`src/rtl/dsf_pkg.sv`:
```
package dsf_pkg;
  typedef enum logic [1:0] {
    SEC_SYNC = 2'd0,
    SEC_HDR  = 2'd1,
    SEC_PLD  = 2'd2
  } sec_e;
endpackage

```
`src/rtl/dsf_position.sv`:
```
// Byte position of the staging slot within the frame.
module dsf_position
  import dsf_pkg::*;
#(
  parameter int FRAME_BYTES = 810,
  parameter int HDR_LEN     = 16
) (
  input  logic clk_i,
  input  logic rst_ni,
  input  logic adv_i,
  output sec_e sec_o,
  output logic first_o,
  output logic sync_sel_o
);
  localparam int POS_W = $clog2(FRAME_BYTES);
  localparam logic [POS_W-1:0] LAST    = POS_W'(FRAME_BYTES - 1);
  localparam logic [POS_W-1:0] HDR_BEG = POS_W'(2);
  localparam logic [POS_W-1:0] PLD_BEG = POS_W'(2 + HDR_LEN);

  logic [POS_W-1:0] pos_q;

  always_ff @(posedge clk_i or negedge rst_ni) begin
    if (!rst_ni)    pos_q <= '0;
    else if (adv_i) pos_q <= (pos_q == LAST) ? '0 : pos_q + 1'b1;
  end

  always_comb begin
    if (pos_q < HDR_BEG)      sec_o = SEC_SYNC;
    else if (pos_q < PLD_BEG) sec_o = SEC_HDR;
    else                      sec_o = SEC_PLD;
  end

  assign first_o    = (pos_q == '0);
  assign sync_sel_o = pos_q[0];
endmodule

```
`src/rtl/dsf_stager.sv`:
```
// One-byte staging slot with bypass; selects sync constants or source data.
module dsf_stager
  import dsf_pkg::*;
#(
  parameter logic [7:0] SYNC0 = 8'hF6,
  parameter logic [7:0] SYNC1 = 8'h28
) (
  input  logic       clk_i,
  input  logic       rst_ni,
  input  sec_e       sec_i,
  input  logic       sync_sel_i,
  input  logic       take_i,
  input  logic [7:0] hdr_data_i,
  input  logic       hdr_valid_i,
  output logic       hdr_ready_o,
  input  logic [7:0] pld_data_i,
  input  logic       pld_valid_i,
  output logic       pld_ready_o,
  output logic [7:0] byte_o,
  output logic       miss_o
);
  logic [7:0] slot_q;
  logic       full_q;
  logic       want, acc;
  logic [7:0] in_byte;

  assign want        = (sec_i != SEC_SYNC) && !full_q;
  assign hdr_ready_o = want && (sec_i == SEC_HDR);
  assign pld_ready_o = want && (sec_i == SEC_PLD);
  assign acc         = (hdr_ready_o && hdr_valid_i) || (pld_ready_o && pld_valid_i);
  assign in_byte     = (sec_i == SEC_HDR) ? hdr_data_i : pld_data_i;

  always_comb begin
    if (sec_i == SEC_SYNC) byte_o = sync_sel_i ? SYNC1 : SYNC0;
    else if (full_q)       byte_o = slot_q;
    else if (acc)          byte_o = in_byte;
    else                   byte_o = 8'h00;
  end

  assign miss_o = take_i && (sec_i != SEC_SYNC) && !full_q && !acc;

  always_ff @(posedge clk_i or negedge rst_ni) begin
    if (!rst_ni) begin
      slot_q <= '0;
      full_q <= 1'b0;
    end else if (take_i) begin
      full_q <= 1'b0;
    end else if (acc) begin
      slot_q <= in_byte;
      full_q <= 1'b1;
    end
  end
endmodule

```
`src/rtl/dsf_serializer.sv`:
```
// MSB-first shifter with byte and frame strobes.
module dsf_serializer (
  input  logic       clk_i,
  input  logic       rst_ni,
  input  logic       bit_en_i,
  input  logic [7:0] byte_i,
  input  logic       first_i,
  output logic       take_o,
  output logic       running_o,
  output logic       ser_data_o,
  output logic       ser_valid_o,
  output logic       sym_strobe_o,
  output logic       frame_start_o
);
  logic [7:0] sh_q;
  logic [2:0] bcnt_q;
  logic       first_q, loaded_q;

  assign take_o = !loaded_q || (bit_en_i && (bcnt_q == 3'd7));

  always_ff @(posedge clk_i or negedge rst_ni) begin
    if (!rst_ni) begin
      sh_q     <= '0;
      bcnt_q   <= '0;
      first_q  <= 1'b0;
      loaded_q <= 1'b0;
    end else if (take_o) begin
      sh_q     <= byte_i;
      bcnt_q   <= '0;
      first_q  <= first_i;
      loaded_q <= 1'b1;
    end else if (bit_en_i) begin
      sh_q   <= {sh_q[6:0], 1'b0};
      bcnt_q <= bcnt_q + 1'b1;
    end
  end

  assign running_o     = loaded_q;
  assign ser_data_o    = sh_q[7];
  assign ser_valid_o   = loaded_q && bit_en_i;
  assign sym_strobe_o  = ser_valid_o && (bcnt_q == 3'd0);
  assign frame_start_o = sym_strobe_o && first_q;
endmodule

```
`src/rtl/dsf_framer.sv`:
```
module dsf_framer
  import dsf_pkg::*;
#(
  parameter int         HDR_LEN = 16,
  parameter int         BLK_LEN = 66,
  parameter int         NUM_BLK = 12,
  parameter logic [7:0] SYNC0   = 8'hF6,
  parameter logic [7:0] SYNC1   = 8'h28
) (
  input  logic       clk_i,
  input  logic       rst_ni,
  input  logic       bit_en_i,
  input  logic [7:0] hdr_data_i,
  input  logic       hdr_valid_i,
  output logic       hdr_ready_o,
  input  logic [7:0] pld_data_i,
  input  logic       pld_valid_i,
  output logic       pld_ready_o,
  output logic       ser_data_o,
  output logic       ser_valid_o,
  output logic       sym_strobe_o,
  output logic       frame_start_o,
  output logic       underrun_o
);
  localparam int FRAME_BYTES = 2 + HDR_LEN + BLK_LEN * NUM_BLK;

  sec_e       sec;
  logic       first, sync_sel, take, miss, running;
  logic [7:0] stage_byte;
  logic       underrun_q;

  dsf_position #(.FRAME_BYTES(FRAME_BYTES), .HDR_LEN(HDR_LEN)) u_pos (
    .clk_i, .rst_ni, .adv_i(take), .sec_o(sec), .first_o(first), .sync_sel_o(sync_sel)
  );

  dsf_stager #(.SYNC0(SYNC0), .SYNC1(SYNC1)) u_stg (
    .clk_i, .rst_ni, .sec_i(sec), .sync_sel_i(sync_sel), .take_i(take),
    .hdr_data_i, .hdr_valid_i, .hdr_ready_o,
    .pld_data_i, .pld_valid_i, .pld_ready_o,
    .byte_o(stage_byte), .miss_o(miss)
  );

  dsf_serializer u_ser (
    .clk_i, .rst_ni, .bit_en_i, .byte_i(stage_byte), .first_i(first),
    .take_o(take), .running_o(running), .ser_data_o, .ser_valid_o,
    .sym_strobe_o, .frame_start_o
  );

  always_ff @(posedge clk_i or negedge rst_ni) begin
    if (!rst_ni)   underrun_q <= 1'b0;
    else if (miss) underrun_q <= 1'b1;
  end
  assign underrun_o = underrun_q;
endmodule

```
`config.mk`:
```
export PLATFORM = sky130hd
export DESIGN_NAME = dsf_framer
export DESIGN_NICKNAME = d
export VERILOG_FILES = /design/src/rtl/dsf_pkg.sv /design/src/rtl/dsf_position.sv /design/src/rtl/dsf_stager.sv /design/src/rtl/dsf_serializer.sv /design/src/rtl/dsf_framer.sv
export SDC_FILE = /design/constraint.sdc
export NUM_CORES = 1
export LEC_CHECK = 0
export ABC_AREA = 1
export BUFFER_PORTS_ARGS = -buffer_cell sky130_fd_sc_hd__buf_2
export CORE_ASPECT_RATIO = 0.5
export CORE_MARGIN = 2
export CORE_UTILIZATION = 45
export CTS_CLUSTER_SIZE = 8
export DETAILED_ROUTE_END_ITERATION = 10
export GPL_ROUTABILITY_DRIVEN = 0
export GPL_TIMING_DRIVEN = 0
export MAX_ROUTING_LAYER = met4
export PLACE_DENSITY_LB_ADDON = 0.08
export SLEW_MARGIN = 20
export SYNTH_ARGS = -nofsm -noshare
export SYNTH_HDL_FRONTEND = slang
export SYNTH_SLANG_ARGS = --single-unit
```
`constraint.sdc`:
```
create_clock -name clk_i -period 2.55 [get_ports clk_i]
set_clock_uncertainty 0.05 [all_clocks]
set_input_delay 0.3825 -clock clk_i [delete_from_list [all_inputs] [get_ports clk_i]]
set_output_delay 0.3825 -clock clk_i [all_outputs]
set_load 0.02 [all_outputs]
```
# Yosys cells after proc, flatten, opt, wreduce, memory -nomap -nowiden

Index checks and enable logic that the tools add are counted.

Logic and storage cells: 55
Bits of input ports: 21
Bits in registers: 33
Output and inout port bits: 7

Equality and inequality tests: 4
Bitwise operators: 1
Add/subtract/negate cells: 2
$lt $le $gt $ge: 2
Reduce and logical (&&, ||, !) cells: 24
Muxes and demuxes: 14

Operators with widths:

| cell                  | count |
|---|---|
| $mux 8                | 7 |
| $logic_and 1x1->1     | 12 |
| $add 10x1->10 const B | 1 |
| $eq 10x10->1 const B  | 1 |
| $logic_not 10->1      | 1 |
| $lt 10x2->1 const B   | 1 |
| $lt 10x5->1 const B   | 1 |
| $mux 10               | 1 |
| $mux 3                | 2 |
| $reduce_bool 2->1     | 3 |
| $mux 2                | 2 |
| $add 3x1->3 const B   | 1 |
| $eq 3x3->1 const B    | 1 |
| $logic_not 1->1       | 3 |
| $logic_not 3->1       | 1 |
| $eq 2x1->1 const B    | 1 |
| $eq 2x2->1 const B    | 1 |
| $logic_not 2->1       | 1 |
| $logic_or 1x1->1      | 2 |
| $mux 1                | 2 |
| $reduce_and 2->1      | 1 |
| $not 1->1             | 1 |

# Depth between registers and ports, before layout

Gate-level depths: netlist of run 1.

Depth after elaboration: 12
Gate-level depth with buffers: 12
Depth with buffers taken out: 12

# Hierarchy

A second synthesis of run 1 with hierarchy kept.

Cells, all modules: 293
Area, all modules: 2054.5 um2

By module, submodules not included:

| module         | area an instance (um2) | cells an instance | sequential area each (um2) | instances |
|---|---|---|---|---|
| dsf_stager     | 750.7                  | 123               | 225.2                      | 1 |
| dsf_position   | 638.1                  | 90                | 250.2                      | 1 |
| dsf_serializer | 629.4                  | 76                | 325.3                      | 1 |
| dsf_framer     | 36.3                   | 4                 | 25.0                       | 1 |

# Worst setup path after synthesis of run 1

OpenSTA, ideal clock, no wires.

Path kind: reg-to-output
Start point: register u_pos.pos_q[6]
End point: output hdr_ready_o
Path buffers: 1
Required time: 2.118 ns
Arrival time: 1.280 ns
Stages on the path, launching flop included: 7
Slack: 0.838 ns
Cells stage by stage: dfrtp_1 nor2_4 nand3_2 nor2_4 buf_6 nand2_2 nor2_1

Cells in the longest elaborated chain, start to end: 6
Elaborated cells between the ends (all ways): 8
Classes of those cells: 2 x order compare; 1 x eq/ne; 2 x mux; 3 x reduce/logical

RTL lines:

| item                   | RTL line           | text |
|---|---|---|
| start, declared        | dsf_position.sv:20 | `logic [POS_W-1:0] pos_q;` |
| start signal, assigned | dsf_position.sv:24 | `else if (adv_i) pos_q <= (pos_q == LAST) ? '0 : pos_q + 1'b1;` |
| $lt 10x5->1            | dsf_position.sv:29 | `else if (pos_q < PLD_BEG) sec_o = SEC_HDR;` |
| $mux 2                 | dsf_position.sv:29 |  |
| $mux 2 (*)             | dsf_position.sv:28 | `if (pos_q < HDR_BEG) sec_o = SEC_SYNC;` |
| $reduce_bool 2->1      | dsf_stager.sv:27   | `assign want = (sec_i != SEC_SYNC) && !full_q;` |
| $logic_and 1x1->1      | dsf_stager.sv:27   |  |
| $logic_and 1x1->1 (*)  | dsf_stager.sv:28   | `assign hdr_ready_o = want && (sec_i == SEC_HDR);` |
| end, declared          | dsf_framer.sv:15   | `output logic hdr_ready_o,` |

Every way passes the cells marked *; elsewhere a longest branch is shown, timed or not.

# Worst setup path after layout of run 1

Start point: register u_pos.pos_q[2]
End point: output hdr_ready_o

Same word-level chain as after synthesis.

==> results.py, run 1 <==
metrics = {
    "yosys": {
        "synth_area_per_cell_um2": 7.58,
        "async_flop_share": 1.00,
        "ys_seq_elements": 33,
        "synth_area_mm2": 0.00191,
        "yosysWarnings": 0,
        "yosysTopAreaCell": "dfrtp_1",
        "ys_seq_area_frac": 0.432,
        "postSynthCellCount": 252,
        "synth_area_leaders": "dfrtp_1 43%, nand2_1 18%, nand3_1 4.7%",
        "ys.flop_type": "dfrtp_1",
        "syn_nets": 279,
        "netlist.area_leader.share": 0.432,
        "yosys-top-cells-count": "92 x nand2_1, 33 x dfrtp_1, 18 x nand3_1, 18 x nor2_1, 15 x inv_1",
        "synth_edf_count": 0,
        "ys_types": 30,
        "synth_most_common_cell": "nand2_1",
    },
    "die": {
        "ios": 28,
        "fp.coreArea_mm2": 0.00398,
        "rows": 16,
        "die_y_um": 50.1,
        "start_util": 0.480,
        "die_area_mm2": 0.00481,
        "die_w_um": 96.2,
    },
    "global_routing": {
        "track_usage": 0.197,
        "grt_pass1_vias": 1575,
        "grt_pass1_wl_um": 6970,
        "grt_max_degree": 34,
        "antenna_found_initial": 0,
        "grt_overflow": 0,
    },
    "final_layout": {
        "seqCellArea_um2": 826,
        "antennaDiodeCount": 0,
        "area_growth_pct": 15.4,
        "fin_nets": 313,
        "drive_gt1_frac": 0.226,
        "n_fill_cell": 391,
        "multi_input_area_um2": 972,
        "fin_cells": 341,
    },
    "clock_tree": {
        "numCtsBuffers": 5,
        "clock_path_buffers": 2,
        "post_cts_buffers": 0,
        "hold_buffers": 0,
        "cts_sinks": 33,
        "clkSlewWorstSetupHoldPaths_ns": 0.08,
        "cts_tree": "built",
        "h-tree-depth": 2,
        "ctsRootBufferMaster": "clkbuf_8",
        "cts_resized": 0,
        "insertion_delay_ns": 0.30,
    },
    "placed_design": {
        "portBuffers": 27,
        "pre_cts_ws_ns": 0.623,
        "dp_cells": 333,
        "hpwl_um": 3080,
    },
    "timing": {
        "rsz0062_at_grt": "no",
        "fin_setup_tns_ns": 0,
        "worst_pin_slew_ns": 0.761,
        "fin_ws_ns": 0.364,
        "finalHoldViolCount": 0,
        "fmax_mhz": 457,
        "maxSlewHeadroom": 0.492,
        "drv_slew": 0,
        "fin_crit_sh": 0.857,
        "setup_violations": 0,
        "min_period_ns": 2.19,
    },
    "job": {
        "maxCapViolCount": 0,
    },
    "route": {
        "drc_errors": 0,
        "routed_via_density": 4.96,
        "drtAntennaViolNets": 0,
        "routed_wl_um": 4190,
        "vias": 1690,
        "drtPass1Iterations": 4,
        "first_iter_violations": 69,
        "routedWlPerCell_um": 12.3,
    },
    "setup_path": {
        "crit_buf_inv": 2,
        "crit_path_max_fanout": 10,
        "crit_path_cell_trace": "nor2_1, a21oi_2, nor2_4, buf_6, nand2_2, nor2_1, buf_2",
        "max_stage_delay_ns": 0.44,
        "path_common_cell": "nor2_1",
        "cp_top_family": "simple AND/OR/NAND/NOR gates",
        "cp.arrival_ns": 1.75,
        "critical_path_class": "reg2out",
        "required_ns": 2.12,
        "end_kind": "output port",
        "slowest_stage": "dfrtp_1",
        "startpoint_type": "flop",
    },
    "power_and_ir_drop": {
        "swShare": 0.371,
        "power_leakage_nw": 1.15,
        "p_per_area_mw_per_mm2": 680,
        "p_switching_mw": 0.555,
        "peakVddDrop_v": 0.000379,
        "pwr-share-clk": 0.278,
        "p_comb_frac": 0.245,
        "power_mw": 1.50,
        "seqPwrFrac": 0.477,
        "internal_power_mw": 0.943,
    },
    "outcome": {
        "status": "finished, final reports clean",
    },
    "hold_path": {
        "hold_class": "in2async",
    },
}
## sequential cells by signal (all words and copies together) (netlist names)
signal / cells
u_ser.running_o: 1
u_ser.first_q: 1
u_ser.sh_q: 8
u_ser.bcnt_q: 3
underrun_o: 1
u_stg.slot_q: 8
u_stg.full_q: 1
u_pos.pos_q: 10
## cell families after synthesis
logic type / share of synthesized area
buffers and inverters: 0.0589
xor gates and xnor gates: 0.00458
DFF: 0.432
AOI/OAI and AO/OA: 0.100
and+or+nand+nor: 0.363
other: 0.00196
adders and majority gates: 0.0393
## final timing paths
check | start | endpoint | slack [ns] | depth (start not counted)
max in group asynchronous | rst_ni | u_pos.pos_q[3]$_DFFE_PN0N_ | 1.85 | 1
setup reg to reg | u_ser.bcnt_q[0]$_DFFE_PN0P_ | u_ser.sh_q[6]$_DFFE_PN0P_ | 0.61 | 9
setup / recovery | u_pos.pos_q[2]$_DFFE_PN0N_ | hdr_ready_o | 0.36 | 7
hold reg to reg | underrun_o$_DFFE_PN0P_ | underrun_o$_DFFE_PN0P_ | 0.43 | 1
min in group clk_i | pld_data_i[4] | u_stg.slot_q[4]$_DFFE_PN0P_ | 0.34 | 5
hold / removal | rst_ni | u_ser.sh_q[2]$_DFFE_PN0P_ | 0.1 | 1
## stage by stage
step           hold slack (ns)  utilization  cell area, um2
2_1_floorplan           0.0369            -            1910
3_3_place_gp             0.410        0.530            2110
3_5_place_dp             0.412        0.530            2110
4_1_cts                  0.118        0.553            2200
5_1_grt                  0.164        0.553            2200
6_report                0.0958        0.553            2200
## per-layer routing
metal  routed length [um]  up-vias  share of wire  global-route usage
li1                     -      868              -                   -
met1                 2190      783           0.52               0.258
met2                 1780       36           0.42               0.300
met3                  195        3          0.047              0.0505
met4                   29        0         0.0069              0.0595
met5                    0        -              0                   -
## power groups by stage
stage / sequential (mW) / clock [mW] / combinational (mW)
finish: 0.715 / 0.416 / 0.367
global route: 0.731 / 0.445 / 0.423
CTS: 0.713 / 0.425 / 0.370
detailed placement: 0.722 / 0 / 0.369
global placement: 0.720 / 0 / 0.359
floorplan: 0.703 / 0 / 0.277
## layout make-up
class / count / area share
Inverter: 19 / 0.0323
Clock buffer: 5 / 0.0312
Multi-Input combinational cell: 194 / 0.441
Timing Repair Buffer: 27 / 0.0613
Clock inverter: 3 / 0.0102
Buffer: 6 / 0.0187
Tap cell: 54 / 0.0306
Sequential cell: 33 / 0.375
## layout by cell type, fill, tap and decap left out, drive strengths merged
cell type,netlist,layout
a21oi,21,21
and2,1,1
buf,3,30
clkbuf,3,8
clkinvlp,0,3
conb,1,1
dfrtp,33,33
ha,6,6
inv,19,19
nand2,97,97
nand3,19,19
nand4,3,3
nor2,26,26
nor3,4,4
nor3b,1,1
nor4,2,2
o21a,1,1
o21ai,9,9
o21bai,1,1
or2,1,1
xor2,1,1
No activity file was read; power rests on OpenSTA's default activity.
==> inputs of run 2 (changes only) <==
--- a/config.mk
+++ b/config.mk
@@ -7,9 +7,11 @@
 export LEC_CHECK = 0
 export ABC_AREA = 1
 export BUFFER_PORTS_ARGS = -buffer_cell sky130_fd_sc_hd__buf_2
+export CELL_PAD_IN_SITES_DETAIL_PLACEMENT = 0
+export CELL_PAD_IN_SITES_GLOBAL_PLACEMENT = 1
 export CORE_ASPECT_RATIO = 0.5
 export CORE_MARGIN = 2
-export CORE_UTILIZATION = 45
+export CORE_UTILIZATION = 44
 export CTS_CLUSTER_SIZE = 8
 export DETAILED_ROUTE_END_ITERATION = 10
 export GPL_ROUTABILITY_DRIVEN = 0
==> run 2 against run 1 <==
Against the previous run:
- maximum frequency up 3.2%
- final cell count stayed put
- sequential power hardly changed
- sequential share of layout area grew 0.19 points
- cell area shrank 0.51%
- setup slack gained 0.068 ns
- count of clock-buffer cells in the layout grew 3
- critical path type unchanged
==> results.py, run 2 (synthesized netlist as in run 1, its figures left out) <==
metrics = {
    "clock_tree": {
        "post_cts_buffers": 0,
        "insertion_delay_ns": 0.27,
        "cts_tree": "built",
        "clock_path_buffers": 2,
        "cts_sinks": 33,
        "h-tree-depth": 2,
        "hold_buffers": 0,
        "cts_resized": 0,
        "numCtsBuffers": 5,
        "clkSlewWorstSetupHoldPaths_ns": 0.06,
        "ctsRootBufferMaster": "clkbuf_8",
    },
    "global_routing": {
        "grt_max_degree": 34,
        "antenna_found_initial": 0,
        "track_usage": 0.187,
        "grt_overflow": 0,
        "grt_pass1_wl_um": 7110,
        "grt_pass1_vias": 1553,
    },
    "final_layout": {
        "layout_common_cells": "92 x nand2_1, 33 x dfrtp_1, 27 x buf_2",
        "antennaDiodeCount": 0,
        "regMostFlops": "u_pos.pos_q",
        "top_regs": "u_pos.pos_q: 10 flops, u_ser.sh_q: 8 flops, u_stg.slot_q: 8 flops",
        "drive_gt1_frac": 0.216,
        "postLayoutCellArea_mm2": 0.00219,
        "fin_nets": 313,
        "area_growth_pct": 14.8,
        "largest_register_ffs": 10,
        "final_common_cell": "nand2_1",
    },
    "power_and_ir_drop": {
        "power_leakage_nw": 1.15,
        "p_per_area_mw_per_mm2": 658,
        "peakVddDrop_v": 0.000566,
    },
    "die": {
        "die_y_um": 50.6,
        "start_util": 0.475,
        "ios": 28,
        "rows": 16,
        "die_w_um": 97.2,
        "die_area_mm2": 0.00492,
        "fp.coreArea_mm2": 0.00402,
    },
    "setup_path": {
        "max_stage_delay_ns": 0.43,
        "critical_path_class": "reg2out",
        "cp_top_family": "simple AND/OR/NAND/NOR gates",
        "end_kind": "output port",
        "startpoint_type": "flop",
        "cp.arrival_ns": 1.69,
        "required_ns": 2.12,
        "crit_path_cell_trace": "nor2_1, a21oi_2, nor2_4, buf_6, nand2_2, nor2_1, buf_2",
        "path_common_cell": "nor2_1",
        "r2r.worst_path.cells": 9,
        "crit_path_max_fanout": 10,
        "path_depth": 7,
        "slowest_stage": "dfrtp_1",
        "crit_buf_inv": 2,
    },
    "route": {
        "routed_wl_um": 4040,
        "drtPass1Iterations": 4,
        "drc_errors": 0,
        "vias": 1665,
        "first_iter_violations": 50,
        "routed_via_density": 4.88,
        "drtAntennaViolNets": 0,
        "routedWlPerCell_um": 11.8,
    },
    "timing": {
        "rsz0062_at_grt": "no",
        "setup_violations": 0,
        "fmax_mhz": 472,
        "maxSlewHeadroom": 0.508,
        "fin_setup_tns_ns": 0,
        "fin_crit_sh": 0.831,
        "worst_pin_slew_ns": 0.739,
        "finalHoldViolCount": 0,
        "min_period_ns": 2.12,
        "drv_slew": 0,
    },
    "job": {
        "maxCapViolCount": 0,
    },
    "outcome": {
        "status": "finished, final reports clean",
    },
    "hold_path": {
        "hold_class": "in2async",
    },
    "placed_design": {
        "postPlaceCellArea_mm2": 0.00211,
        "portBuffers": 27,
        "hpwl_um": 3060,
    },
}
-- run 2: changes by cell type in the layout (fill, tap and decap cells not counted) --
| cell | previous run | this run |
|---|---|---|
| clkbuf_1 | 3 | 6 |
| clkinvlp_4 | 3 | 0 |
-- run 2: report_power, final --
part | internal (mW) | leakage (nW) | switching, mW
Clock | 0.194 | 0.0395 | 0.176
Combinational | 0.132 | 0.709 | 0.230
Sequential | 0.619 | 0.406 | 0.0938
-- run 2: worst reg2reg max path, cell delays in order, from the launching register on --
cell and delay [ns]:
dfrtp_1 0.38, ha_1 0.21, ha_1 0.18, nand2_1 0.07
nand2_2 0.08, inv_2 0.17, nand2_1 0.27, nand2_1 0.26
a21oi_1 0.09, a21oi_2 0.14
-- run 2: area by class of cell --
class / count / area (um2)
plain buffers: 6 / 41.3
clock buffers: 8 / 80.1
fillers: 409 / 1830
inverters: 19 / 71.3
multi-input cells: 194 / 972
flip-flops and latches: 33 / 826
well taps: 54 / 67.6
repair buffers: 27 / 135
-- run 2: final timing paths --
kind                                        startpoint                           to  slack [ns]
max                         u_pos.pos_q[2]$_DFFE_PN0N_                  hdr_ready_o        0.43
min reg2reg                u_stg.slot_q[5]$_DFFE_PN0P_  u_stg.slot_q[5]$_DFFE_PN0P_        0.43
max in group asynchronous                       rst_ni   u_pos.pos_q[1]$_DFFE_PN0N_        1.85
min in group clk_i                            bit_en_i  u_ser.bcnt_q[2]$_DFFE_PN0P_        0.36
max reg2reg                u_ser.bcnt_q[0]$_DFFE_PN0P_    u_ser.sh_q[6]$_DFFE_PN0P_        0.61
min                                             rst_ni    u_ser.sh_q[2]$_DFFE_PN0P_        0.11
-- run 2: per-stage QoR --
step	worst slack, ns	hold WS [ns]	instances	util	power [mW]
floorplan	0.838	0.0369	252	-	0.980
global placement	0.622	0.410	333	0.525	1.08
detailed placement	0.632	0.414	333	0.525	1.08
CTS	0.409	0.140	341	0.545	1.46
global route	0.269	0.188	341	0.545	1.56
finish	0.432	0.107	341	0.545	1.44
-- run 2: per-layer routing --
layer | up-vias | GRT usage | share of wire
met1 | 765 | 0.255 | 0.53
met2 | 29 | 0.288 | 0.42
met3 | 0 | 0.0557 | 0.052
li1 | 871 | - | -
met5 | - | - | 0
met4 | 0 | 0.0211 | 0
